===== config.mk =====
export PLATFORM = sky130hd
export DESIGN_NAME = iter_rshift
export DESIGN_NICKNAME = d
export VERILOG_FILES = /design/src/rtl/rshift_pkg.sv /design/src/rtl/rsh_rst_sync.sv /design/src/rtl/rsh_ctrl.sv /design/src/rtl/rsh_counter.sv /design/src/rtl/rsh_datapath.sv /design/src/rtl/iter_rshift.sv
export SDC_FILE = /design/constraint.sdc
export NUM_CORES = 1
export LEC_CHECK = 0
export ABC_AREA = 1
export BUFFER_PORTS_ARGS = -buffer_cell sky130_fd_sc_hd__buf_2
export CAP_MARGIN = 15
export CORE_ASPECT_RATIO = 0.8
export CORE_MARGIN = 3
export CORE_UTILIZATION = 54
export CTS_CLUSTER_DIAMETER = 150
export CTS_CLUSTER_SIZE = 24
export DETAILED_ROUTE_END_ITERATION = 10
export GPL_ROUTABILITY_DRIVEN = 0
export HOLD_SLACK_MARGIN = 0.02
export PLACE_DENSITY = 0.8
export SKIP_CTS_REPAIR_TIMING = 1
export SLEW_MARGIN = 20
export SYNTH_ARGS = -nofsm -noshare
export SYNTH_HDL_FRONTEND = slang
export SYNTH_SLANG_ARGS = --single-unit

===== constraint.sdc =====
create_clock -name clk -period 2.5 [get_ports clk]
set_input_delay 0.125 -clock clk [delete_from_list [all_inputs] [get_ports clk]]
set_output_delay 0.125 -clock clk [all_outputs]
set_load 0.005 [all_outputs]

===== src/rtl/rshift_pkg.sv =====
package rshift_pkg;

  // Sequencer states: idle, load-and-test, shift-and-count, counter test.
  typedef enum logic [1:0] {
    ST_IDLE = 2'd0,
    ST_LOAD = 2'd1,
    ST_STEP = 2'd2,
    ST_TEST = 2'd3
  } rsh_state_e;

endpackage


===== src/rtl/rsh_rst_sync.sv =====
module rsh_rst_sync #(
  parameter int STAGES = 2
) (
  input  logic clk,
  input  logic rst_n,
  output logic rst_n_sync_o
);

  logic [STAGES-1:0] sync_q;

  // Assertion is immediate, release is aligned to the clock.
  always_ff @(posedge clk or negedge rst_n) begin
    if (!rst_n) begin
      sync_q <= '0;
    end else begin
      sync_q <= {sync_q[STAGES-2:0], 1'b1};
    end
  end

  assign rst_n_sync_o = sync_q[STAGES-1];

endmodule


===== src/rtl/rsh_ctrl.sv =====
module rsh_ctrl
  import rshift_pkg::*;
(
  input  logic       clk,
  input  logic       rst_n,
  input  logic       start_i,
  input  logic       cnt_zero_i,
  output rsh_state_e state_o,
  output logic       load_en_o,
  output logic       step_en_o,
  output logic       busy_o,
  output logic       done_o
);

  rsh_state_e state_q;
  rsh_state_e state_d;
  logic       finish;

  // Next-state process.
  always_comb begin
    state_d = state_q;
    finish  = 1'b0;
    unique case (state_q)
      ST_IDLE: begin
        if (start_i) begin
          state_d = ST_LOAD;
        end
      end
      ST_LOAD: begin
        // Zero amount: leave without a single pass.
        if (cnt_zero_i) begin
          finish  = 1'b1;
          state_d = ST_IDLE;
        end else begin
          state_d = ST_STEP;
        end
      end
      ST_STEP: begin
        state_d = ST_TEST;
      end
      ST_TEST: begin
        if (cnt_zero_i) begin
          finish  = 1'b1;
          state_d = ST_IDLE;
        end else begin
          state_d = ST_STEP;
        end
      end
      default: begin
        state_d = ST_IDLE;
      end
    endcase
  end

  // State register.
  always_ff @(posedge clk or negedge rst_n) begin
    if (!rst_n) begin
      state_q <= ST_IDLE;
    end else begin
      state_q <= state_d;
    end
  end

  assign state_o   = state_q;
  assign load_en_o = (state_q == ST_IDLE) && start_i;
  assign step_en_o = (state_q == ST_STEP);
  assign busy_o    = (state_q != ST_IDLE);
  assign done_o    = finish;

endmodule


===== src/rtl/rsh_counter.sv =====
module rsh_counter #(
  parameter int AMT_W = 5,
  parameter int CNT_W = 32
) (
  input  logic             clk,
  input  logic             rst_n,
  input  logic             load_en_i,
  input  logic             step_en_i,
  input  logic [AMT_W-1:0] amt_i,
  output logic             zero_o
);

  localparam logic [CNT_W-1:0] ONE = {{(CNT_W-1){1'b0}}, 1'b1};

  logic [CNT_W-1:0] amt_ext;
  logic [CNT_W-1:0] cnt_q;
  logic [CNT_W-1:0] cnt_d;
  logic             cnt_en;

  // Zero-fill the amount field up to the counter width.
  generate
    if (CNT_W > AMT_W) begin : g_pad
      assign amt_ext = {{(CNT_W-AMT_W){1'b0}}, amt_i};
    end else begin : g_nopad
      assign amt_ext = amt_i[CNT_W-1:0];
    end
  endgenerate

  always_comb begin
    cnt_en = load_en_i | step_en_i;
    cnt_d  = cnt_q;
    if (load_en_i) begin
      cnt_d = amt_ext;
    end else if (step_en_i) begin
      cnt_d = cnt_q - ONE;
    end
  end

  always_ff @(posedge clk or negedge rst_n) begin
    if (!rst_n) begin
      cnt_q <= '0;
    end else if (cnt_en) begin
      cnt_q <= cnt_d;
    end
  end

  assign zero_o = (cnt_q == '0);

endmodule


===== src/rtl/rsh_datapath.sv =====
module rsh_datapath #(
  parameter int DATA_W = 32,
  parameter int IDX_W  = 5
) (
  input  logic              clk,
  input  logic              rst_n,
  input  logic              load_en_i,
  input  logic              step_en_i,
  input  logic [DATA_W-1:0] opnd_i,
  input  logic [IDX_W-1:0]  idx_i,
  output logic [DATA_W-1:0] wb_data_o,
  output logic [IDX_W-1:0]  wb_idx_o
);

  logic [DATA_W-1:0] work_q;
  logic [DATA_W-1:0] work_d;
  logic [DATA_W-1:0] shifted;
  logic [IDX_W-1:0]  idx_q;
  logic              work_en;

  // One logical position per pass: zero into the top bit.
  assign shifted = {1'b0, work_q[DATA_W-1:1]};

  always_comb begin
    work_en = load_en_i | step_en_i;
    work_d  = work_q;
    if (load_en_i) begin
      work_d = opnd_i;
    end else if (step_en_i) begin
      work_d = shifted;
    end
  end

  always_ff @(posedge clk or negedge rst_n) begin
    if (!rst_n) begin
      work_q <= '0;
    end else if (work_en) begin
      work_q <= work_d;
    end
  end

  always_ff @(posedge clk or negedge rst_n) begin
    if (!rst_n) begin
      idx_q <= '0;
    end else if (load_en_i) begin
      idx_q <= idx_i;
    end
  end

  assign wb_data_o = shifted;
  assign wb_idx_o  = idx_q;

endmodule


===== src/rtl/iter_rshift.sv =====
module iter_rshift
  import rshift_pkg::*;
#(
  parameter int DATA_W = 32,
  parameter int AMT_W  = 5,
  parameter int CNT_W  = 32,
  parameter int IDX_W  = 5
) (
  input  logic              clk,
  input  logic              rst_n,
  input  logic              start_i,
  input  logic [AMT_W-1:0]  amt_i,
  input  logic [DATA_W-1:0] opnd_i,
  input  logic [IDX_W-1:0]  reg_idx_i,
  output logic [DATA_W-1:0] wb_data_o,
  output logic [IDX_W-1:0]  wb_idx_o,
  output logic              wb_we_o,
  output logic              busy_o,
  output logic              done_o
);

  rsh_state_e state;
  logic       rst_n_int;
  logic       load_en;
  logic       step_en;
  logic       cnt_zero;

  rsh_rst_sync #(.STAGES(2)) u_rst (
    .clk          (clk),
    .rst_n        (rst_n),
    .rst_n_sync_o (rst_n_int)
  );

  rsh_ctrl u_ctrl (
    .clk        (clk),
    .rst_n      (rst_n_int),
    .start_i    (start_i),
    .cnt_zero_i (cnt_zero),
    .state_o    (state),
    .load_en_o  (load_en),
    .step_en_o  (step_en),
    .busy_o     (busy_o),
    .done_o     (done_o)
  );

  rsh_counter #(.AMT_W(AMT_W), .CNT_W(CNT_W)) u_cnt (
    .clk       (clk),
    .rst_n     (rst_n_int),
    .load_en_i (load_en),
    .step_en_i (step_en),
    .amt_i     (amt_i),
    .zero_o    (cnt_zero)
  );

  rsh_datapath #(.DATA_W(DATA_W), .IDX_W(IDX_W)) u_dp (
    .clk       (clk),
    .rst_n     (rst_n_int),
    .load_en_i (load_en),
    .step_en_i (step_en),
    .opnd_i    (opnd_i),
    .idx_i     (reg_idx_i),
    .wb_data_o (wb_data_o),
    .wb_idx_o  (wb_idx_o)
  );

  assign wb_we_o = step_en;

endmodule


* After elaboration in Yosys (flattened, before gate mapping) *
Cells that the tools add are included.

word-level totals
  output and inout bits = 40
  input port bits = 45
  logic and storage cells = 27
  register bits = 73

cells by class
  $add $sub $neg = 1
  mux-type cells = 9
  reduce and logical (&&, ||, !) cells = 7
  equality and inequality tests = 4
  bitwise logic cells = 1

operators by type and width
  operator                                                               count
  32-bit two-way mux                                                     4
  32-bit logical NOT                                                     1
  32-bit by 1-bit subtractor with 32-bit output (second input constant)  1
  2-bit one-hot mux with 3 select lines                                  1
  2-bit == test (second input constant)                                  2
  2-bit two-way mux                                                      2
  2-bit nonzero test                                                     2
  2-bit by 1-bit == test with 1-bit output (second input constant)       1
  2-bit logical NOT                                                      1
  1-bit two-way mux                                                      2
  2-bit != test (second input constant)                                  1
  2-bit AND reduction                                                    1
  2-bit OR reduction                                                     1
  1-bit logical AND                                                      1
  1-bit bitwise OR                                                       1

* Logic depth before layout (Yosys ltp) *
Gate-level depths: netlist (run 1).

  depth in word-level cells = 4
  depth in mapped cells = 9
  gate-level depth less buffers = 9

* Hierarchy *
From an unflattened synthesis (run 1), not the netlist that was laid out.

second synthesis, totals
  cell total of the unflattened synthesis = 505
  area, all modules = 3782.4 um2

by module, submodules not included
  module        seq. area each (um2)  cells an instance  area an instance (um2)  times used
  rsh_counter   800.8                 297                2015.7                  1
  rsh_datapath  900.9                 191                1610.3                  1
  rsh_ctrl      50.0                  14                 102.6                   1
  rsh_rst_sync  50.0                  3                  53.8                    1

* Worst setup path after synthesis (run 1) *
Ideal clock, no wire load.

  path kind = register to output
  from = reg u_cnt.cnt_q[0]
  to = out done_o
  data required time = 2.375 ns
  arrival time = 1.324 ns
  setup slack = 1.051 ns
  cell stages (with the launch flop) = 7
  path buffers = 0
  cells stage by stage = dfrtp_1 > inv_1 > ha_1 > nand2_2 > nor2_4 > nand2_1 > nor4_1

between the ends
  longest elaborated chain between the ends = 3

ends and longest elaborated chain
  item                      line                            RTL
  start: declaration        rsh_counter.sv:16               logic [CNT_W-1:0] cnt_q;
  start signal: assignment  rsh_counter.sv:43               cnt_q <= cnt_d;
  32-bit logical NOT        rsh_counter.sv:47               assign zero_o = (cnt_q == '0);
  1-bit two-way mux         rsh_ctrl.sv:31, rsh_ctrl.sv:42
  1-bit two-way mux         --
  end: declaration          iter_rshift.sv:19               output logic done_o

No other way between the ends.

* Worst setup path in the final report (run 1) *
Same ends and word-level chain as after synthesis.

==> results of run 1 <==
==> power by group <==
group	leakage (nW)	total [W]	switching (W)	internal [W]
clock	0.103	0.000930	0.000417	0.000513
sequential	0.819	0.00117	0.00000770	0.00117
combinational	1.30	0.0000949	0.0000355	0.0000593
total	2.23	0.00220	0.000460	0.00174
==> worst reg2reg max path, cell delays in order, from the launching register on <==
cell and delay (ns):
dfrtp_1 0.39, inv_1 0.14, ha_1 0.24, nand2_2 0.12, nor2_4 0.18, nand3_4 0.11, nor2_4 0.14, nand3_1 0.09
nand2_1 0.07, nand2_1 0.05
==> layout by cell type (no fill, tap or decap), types with 3 or more instances in the layout <==
| cell | netlist | final |
|---|---|---|
| nor2_4 | 7 | 7 |
| clkbuf_8 | 0 | 11 |
| buf_4 | 4 | 6 |
| nand3_1 | 46 | 46 |
| o21ai_0 | 17 | 17 |
| o221ai_1 | 23 | 23 |
| buf_2 | 6 | 82 |
| dlygate4sd3_1 | 0 | 31 |
| nand4_1 | 6 | 6 |
| nand3b_1 | 4 | 4 |
| nor2_2 | 6 | 7 |
| nor2_1 | 42 | 41 |
| nand2_1 | 105 | 105 |
| o21ai_1 | 7 | 7 |
| o211ai_1 | 4 | 4 |
| nand2_2 | 6 | 6 |
| dfrtp_1 | 72 | 71 |
| inv_2 | 3 | 3 |
| nor3_1 | 6 | 6 |
| inv_1 | 59 | 59 |
==> area by class of cell <==
| class | instances | area (sq um) | area share, % |
|---|---|---|---|
| clock inverter | 3 | 40.04 | 0.8570 |
| inverter | 63 | 239.0 | 5.115 |
| clock buffer | 13 | 158.9 | 3.401 |
| tap | 84 | 105.1 | 2.250 |
| timing repair buffer | 120 | 785.8 | 16.82 |
| sequential | 72 | 1803 | 38.59 |
| multi-input combinational | 298 | 1540 | 32.97 |
==> cells by family (layout without fill, tap and decap cells) <==
group | Yosys count | after routing | synth area share [%]
other cells | 2 | 2 | 0.2047
compound gates | 57 | 57 | 10.71
fa+ha+maj | 1 | 1 | 0.3410
xor+xnor | 3 | 3 | 0.7164
simple gates | 235 | 235 | 29.95
buf+inv | 79 | 199 | 8.970
flops | 72 | 72 | 49.11
==> per-layer routing <==
| layer | global-route usage, % | up-vias |
|---|---|---|
| met4 | 7.094 | 0 |
| met3 | 7.511 | 19 |
| li1 | - | 1703 |
| met5 | 0 | - |
| met2 | 38.45 | 123 |
| met1 | 31.93 | 1604 |
==> flip-flops by register name, indices dropped and copies added, names as in the netlist, named ones only <==
name,count
u_cnt.cnt_q,32
u_ctrl.state_o,1
u_dp.wb_idx_o,5
u_dp.work_q,31
u_rst.sync_q,2
==> through the flow <==
step / power [W] / setup slack (ns) / area (sq um) / utilization [%] / hold slack [ns]
2_1_floorplan: 0.001208 / 0.3465 / 3669 / - / -0.1706
3_3_place_gp: 0.001253 / 0.7839 / 4163 / 64.30 / -0.08811
3_5_place_dp: 0.001253 / 0.7763 / 4163 / 64.30 / -0.08712
4_1_cts: 0.002178 / 0.3984 / 4362 / 67.38 / -0.4622
5_1_grt: 0.002277 / 0.2170 / 4672 / 72.17 / 0.02060
6_report: 0.002198 / 0.3581 / 4672 / 72.17 / -0.002786
==> final timing paths <==
path,end,slack (ns),depth (start not counted)
max,done_o,0.36,7
min,u_dp.work_q[14],-0.003,3
max reg2reg,u_cnt.cnt_q[28],0.87,9
min reg2reg,u_cnt.cnt_q[7],0.26,0
max in group asynchronous,u_cnt.cnt_q[30],1.61,1
min in group asynchronous,u_rst.sync_q[0],0.08,2
==> metrics.sh, run 1 <==
TIMING.SLEW.HEADROOM_PCT=63.81
FIN_CELLS=653
PATH_CELLS='inv_1 > ha_1 > nand2_2 > nor2_4 > nand2_1 > nor4_1 > buf_2'
WL_MM=9.380
CLOCK_TREE.BUFFER_DEPTH=2
TRACK_USAGE_PCT=24.09
PLACED_CELLS=606
INITIAL_STANDARD_CELL_UTILIZATION_OF_THE_CORE_PCT=56.67
RR_STARTPOINT='u_cnt.cnt_q[0]'
CRITICAL_PATH_ARRIVAL_NS=2.02
CRIT_PATH_MAX_FANOUT=4
HOLD_CLASS='in2reg'
DR_WL_MET3_UM=644
ROUTED.TOP_LAYER='met4'
SYN_INST=449
SYNTH-ASYNC-RESET-RATIO_PCT=100.0
CP_MAX_STAGE_DELAY_NS=0.39
MET2_WIRELENGTH_MM=4.639
DRT-VIAS-PER-INSTANCE=5.282
DRC=0
STARTPOINT_TYPE='flop'
TOTAL_SETUP_VIOLATIONS_REPORTED_AT_THE_END_OF_THE_FLOW=0
OUTCOME='finished, violations left'
GRT_MAX_DEGREE=33
DIEAREA_SQ_UM=7825
GRT_PASS1_WL_MM=15.08
TRITONCTS_CLOCK_TREE='yes'
SYNTHDOMINANTCELLAREASHARE_PCT=49.11
CRITPATHBUFINV=2
VDD.IR_DROP.WORST_V=0.0003124
SYNTH-WARNING-COUNT=0
WORST_HOLD_PATH_STARTPOINT='opnd_i[14]'
WORST-SETUP-PATH-TYPE='reg2out'
TRITONCTS_NUM_SINKS=72
WORST_EP_REQUIRED_TIME_NS=2.38
CRIT_PATH_START='u_cnt.cnt_q[0]'
ACHIEVABLE-FREQUENCY_MHz=466.9
ANTENNA_VIOLATIONS_BEFORE_REPAIR=0
GRT_OVERFLOW=0
CRIT_SLOWEST_CELL='dfrtp_1'
FAILING_CHECKS='negative hold slack'
TIGHTEST_SLEW_NS=0.5428
FLOW.AREA_GROWTH_FROM_SYNTHESIS_PCT=27.35
GRT_SETUP_UNREPAIRED='no'
FLOORPLAN.CORE_AREA_SQ_UM=6474
GRT_PASS1_VIAS=3224
FIN_WORST_HOLD_SLACK_NS=-0.002786
SYNTH_FP_NETS=495
CLOCK-SKEW-FINAL_NS=0.007692
POSTSYNTH.TOPFLOPCELL='dfrtp_1'
TNS_NS=0
END_KIND='output pin'
FINAL-MAX-SLEW-VIOLATION-COUNT=0
POWER-PER-CELL-AREA_nW_PER_UM2=470.5
SYNTH_SEQ_CELLS=72
SYNTH_TOP_AREA_CELL='dfrtp_1'
ROUTED_VIA_COUNT=3449
CLKLATENCYLATEPIN_NS=0.35
SYNTH_CELL_COUNT_LEADERS='105 x nand2_1, 72 x dfrtp_1, 59 x inv_1'
SYN-CELL-AREA_SQ_UM=3669
CTS.ROOT.BUFFER_CELL='clkbuf_8'
ROUTE.LAYER.MET1.WL_MM=3.944
ROWS=26
CLK_TRANSITION_REPORTED_PATHS_NS=0.07
SYNTH.DISTINCT_CELLS=36
ANTENNA_CELLS_INSERTED=0
FLOORPLAN.IO_PINS=85
DRIVE_ABOVE_1_SHARE_PCT=23.20
FINISH.NET_COUNT=610
NETLIST_TOP_CELLS_AREA='dfrtp_1 49%, nand2_1 11%, nand3_1 6.3%, inv_1 6.0%, o221ai_1 5.5%'
DIE_H_UM=79.72
PORT_BUFFERS=82
POWER.LEAKAGE_nW=2.227
DIE_WIDTH_UM=98.15
CRITICAL_PATH.TOP_DELAY_FAMILY='simple AND/OR/NAND/NOR gates'
PERIOD_SHARE_PCT=85.67
TIMING.FINAL.HOLD_VIOLATIONS=2
CTS_MADE_BUFFERS=9
DRV_CAP=0
SYNTHESIS.AREA_PER_INSTANCE_SQ_UM=8.170
HALF_PERIMETER_WIRE_LENGTH_AFTER_DETAILED_PLACEMENT_MM=6.387
CLOCK_TREE.HTREE_LEVEL_COUNT=3
ROUTE.ANTENNA.REMAINING_NETS=0
MOST_FREQUENT_CELL_AFTER_SYNTHESIS='nand2_1'
SYNTH.YOSYS.SEQ_AREA_SHARE_PCT=49.11
SYNTH_EDF_COUNT=0
MINIMUM_CLOCK_PERIOD_AFTER_LAYOUT_NS=2.142
POST_DRT_WL_PER_CELL_UM=14.36
DRTPASS1ITERATIONS=4
DRTITER0DRC=267
FILL_CELLS=484
Note: power is estimated with default switching activity, not from simulation.
==> run 2: changes to the inputs <==
==> constraint.sdc (replaced) <==
create_clock -name clk -period 2.5 [get_ports clk]
set_input_delay 0.375 -clock clk [delete_from_list [all_inputs] [get_ports clk]]
set_output_delay 0.375 -clock clk [all_outputs]
set_load 0.005 [all_outputs]
==> run 2 against run 1 <==
  * The flow now finishes without violations
  * Combinational power fell by 38%
  * Wire length decreased by 5.8%
  * Cell count down 4.6%
  * Clock power grew 2%
  * Setup slack lost 0.18 ns
  * Utilization is 4.5 points lower
  * Power down 0.91%
  * Sequential share of layout area rose by 2.6 points
  * Final area fell by 6.3%
  * Via count is 2.9% lower
  * Flip-flop and latch count unchanged
  * Hold slack improved by 0.21 ns
  * Highest routed layer unchanged
==> metrics.sh, run 2 (synthesis results as in run 1) <==
OUTCOME='completed'
ACHIEVABLE-FREQUENCY_MHz=430.5
GRT_PASS1_VIAS=3287
DRTITER0DRC=204
CLKLATENCYLATEPIN_NS=0.35
POWER.SWITCHING_FRACTION_PCT=21.70
VDD.IR_DROP.WORST_V=0.0003060
COMMONEST_CELLS_AFTER_ROUTING_FILL_AND_TAPS_ASIDE='105 x nand2_1, 82 x buf_2, 71 x dfrtp_1, 59 x inv_1, 46 x nand3_1'
INITIAL_STANDARD_CELL_UTILIZATION_OF_THE_CORE_PCT=56.67
HALF_PERIMETER_WIRE_LENGTH_AFTER_DETAILED_PLACEMENT_MM=6.485
FLOORPLAN.CORE_AREA_SQ_UM=6474
DIEAREA_SQ_UM=7825
LARGEST_REGISTER_FFS=32
ANTENNA_CELLS_INSERTED=0
LARGEST-REGISTER='u_cnt.cnt_q'
ROUTED_VIA_COUNT=3350
GRT_PASS1_WL_MM=15.02
CLOCK_TREE.BUFFER_DEPTH=2
FLOORPLAN.IO_PINS=85
WORST-SETUP-PATH-TYPE='reg2out'
POWER.SHARE.CLOCK_PCT=43.5
P_SW_W=0.0004727
POST_DRT_WL_PER_CELL_UM=14.19
SHARE_COMB_OF_TOTAL_POWER_PCT=2.7
CTS.ROOT.BUFFER_CELL='clkbuf_8'
DRC=0
PORT_BUFFERS=82
DRT-VIAS-PER-INSTANCE=5.377
FINAL-MAX-SLEW-VIOLATION-COUNT=0
TRITONCTS_CLOCK_TREE='yes'
DRV_CAP=0
END_KIND='output pin'
GRT_USE_MET3_PCT=7.598
GRT_SETUP_UNREPAIRED='no'
GRT_OVERFLOW=0
CLOCK_TREE.HTREE_LEVEL_COUNT=3
WORST_EP_REQUIRED_TIME_NS=2.12
CTS_MADE_BUFFERS=9
TIMING.FINAL.HOLD_VIOLATIONS=0
R2R_SETUP_SLK_NS=0.79
STARTPOINT_TYPE='flop'
CRIT_PATH_START='u_cnt.cnt_q[0]'
GLOBALROUTEMET2UTIL_PCT=39.67
TRACK_USAGE_PCT=24.25
DIE_WIDTH_UM=98.15
FLOW.AREA_GROWTH_FROM_SYNTHESIS_PCT=19.37
DETAILEDPLACE.WORSTSLACK_NS=0.5280
FINAL_AREA_SQ_UM=4379
GRT_MAX_DEGREE=36
MET1_USAGE_PCT=31.08
CLOCK-SKEW-FINAL_NS=0.006976
DRIVE_ABOVE_1_SHARE_PCT=24.86
PERIOD_SHARE_PCT=92.92
FINISH.NET_COUNT=580
ROUTE.ANTENNA.REMAINING_NETS=0
FILL_CELLS=540
WORST_SLACK_NS=0.1771
ROWS=26
TRITONCTS_NUM_SINKS=72
MINIMUM_CLOCK_PERIOD_AFTER_LAYOUT_NS=2.323
DIE_H_UM=79.72
CRITICAL_PATH_ARRIVAL_NS=1.95
TNS_NS=0
RR_STARTPOINT='u_ctrl.state_o[0]'
CRIT_PATH_MAX_FANOUT=4
TOTAL_SETUP_VIOLATIONS_REPORTED_AT_THE_END_OF_THE_FLOW=0
WORST-R2R-CELL-COUNT=8
DRTPASS1ITERATIONS=4
PLACE_AREA_SQ_UM=4163
P_INT_W=0.001706
HOLD_CLASS='reg2async'
SEQ_POWER_SHARE_PCT=53.8
CLK_TRANSITION_REPORTED_PATHS_NS=0.08
LAYOUT.CELLS.MOST_COMMON='nand2_1'
WL_MM=8.838
POWER-PER-CELL-AREA_nW_PER_UM2=497.4
GRT_BUSIEST_LAYER='met2'
REG2REG_TO='u_cnt.cnt_q[6]'
POWER.LEAKAGE_nW=2.099
ANTENNA_VIOLATIONS_BEFORE_REPAIR=0
==> run 2: cell type report <==
| type | count | area [sq um] | share of cell area (%) |
|---|---|---|---|
| Clock buffer | 11 | 151.4 | 3.457 |
| Multi-Input combinational cell | 298 | 1540 | 35.17 |
| Tap cell | 84 | 105.1 | 2.400 |
| Inverter | 63 | 239.0 | 5.457 |
| Sequential cell | 72 | 1803 | 41.17 |
| Timing Repair Buffer | 90 | 485.5 | 11.09 |
| Clock inverter | 5 | 55.05 | 1.257 |
==> run 2: power groups by stage <==
stage | clock network [W] | registers [W] | logic (W)
2_1_floorplan | 0 | 0.00120 | 0.00000350
3_3_place_gp | 0 | 0.00119 | 0.0000583
3_5_place_dp | 0 | 0.00119 | 0.0000587
4_1_cts | 0.000966 | 0.00117 | 0.0000589
5_1_grt | 0.00102 | 0.00117 | 0.0000662
6_report | 0.000948 | 0.00117 | 0.0000589
==> run 2: critical path: stages (launching register included) <==
cell	delay [ns]
dfrtp_1	0.40
inv_1	0.13
ha_1	0.24
nand2_2	0.12
nor2_4	0.18
nand2_1	0.11
nor4_1	0.27
buf_2	0.17
==> run 2: how the worst max path moves through the flow <==
stage | to | slack (ns) | cells past startpoint
2_1_floorplan | asynchronous set/reset pin | 0.35 | 0
3_3_place_gp | done_o | 0.53 | 7
3_5_place_dp | done_o | 0.53 | 7
4_1_cts | done_o | 0.14 | 7
5_1_grt | done_o | 0.03 | 7
6_report | done_o | 0.18 | 7
==> run 2: metrics by stage <==
stage	cells	hold slack (ns)	util [%]	power [W]
finish	623	0.2085	67.65	0.002178
global route	623	0.2178	67.65	0.002260
CTS	622	-0.2204	67.49	0.002197
detailed placement	606	0.1620	64.30	0.001254
global placement	606	0.1615	64.30	0.001253
floorplan	449	0.07941	-	0.001208
==> run 2: routing by layer <==
metal  vias to the layer above  wire [um]
met5                         -          0
met4                         0        116
met1                      1603       3948
met2                       101       4215
met3                        12        557
li1                       1634          -
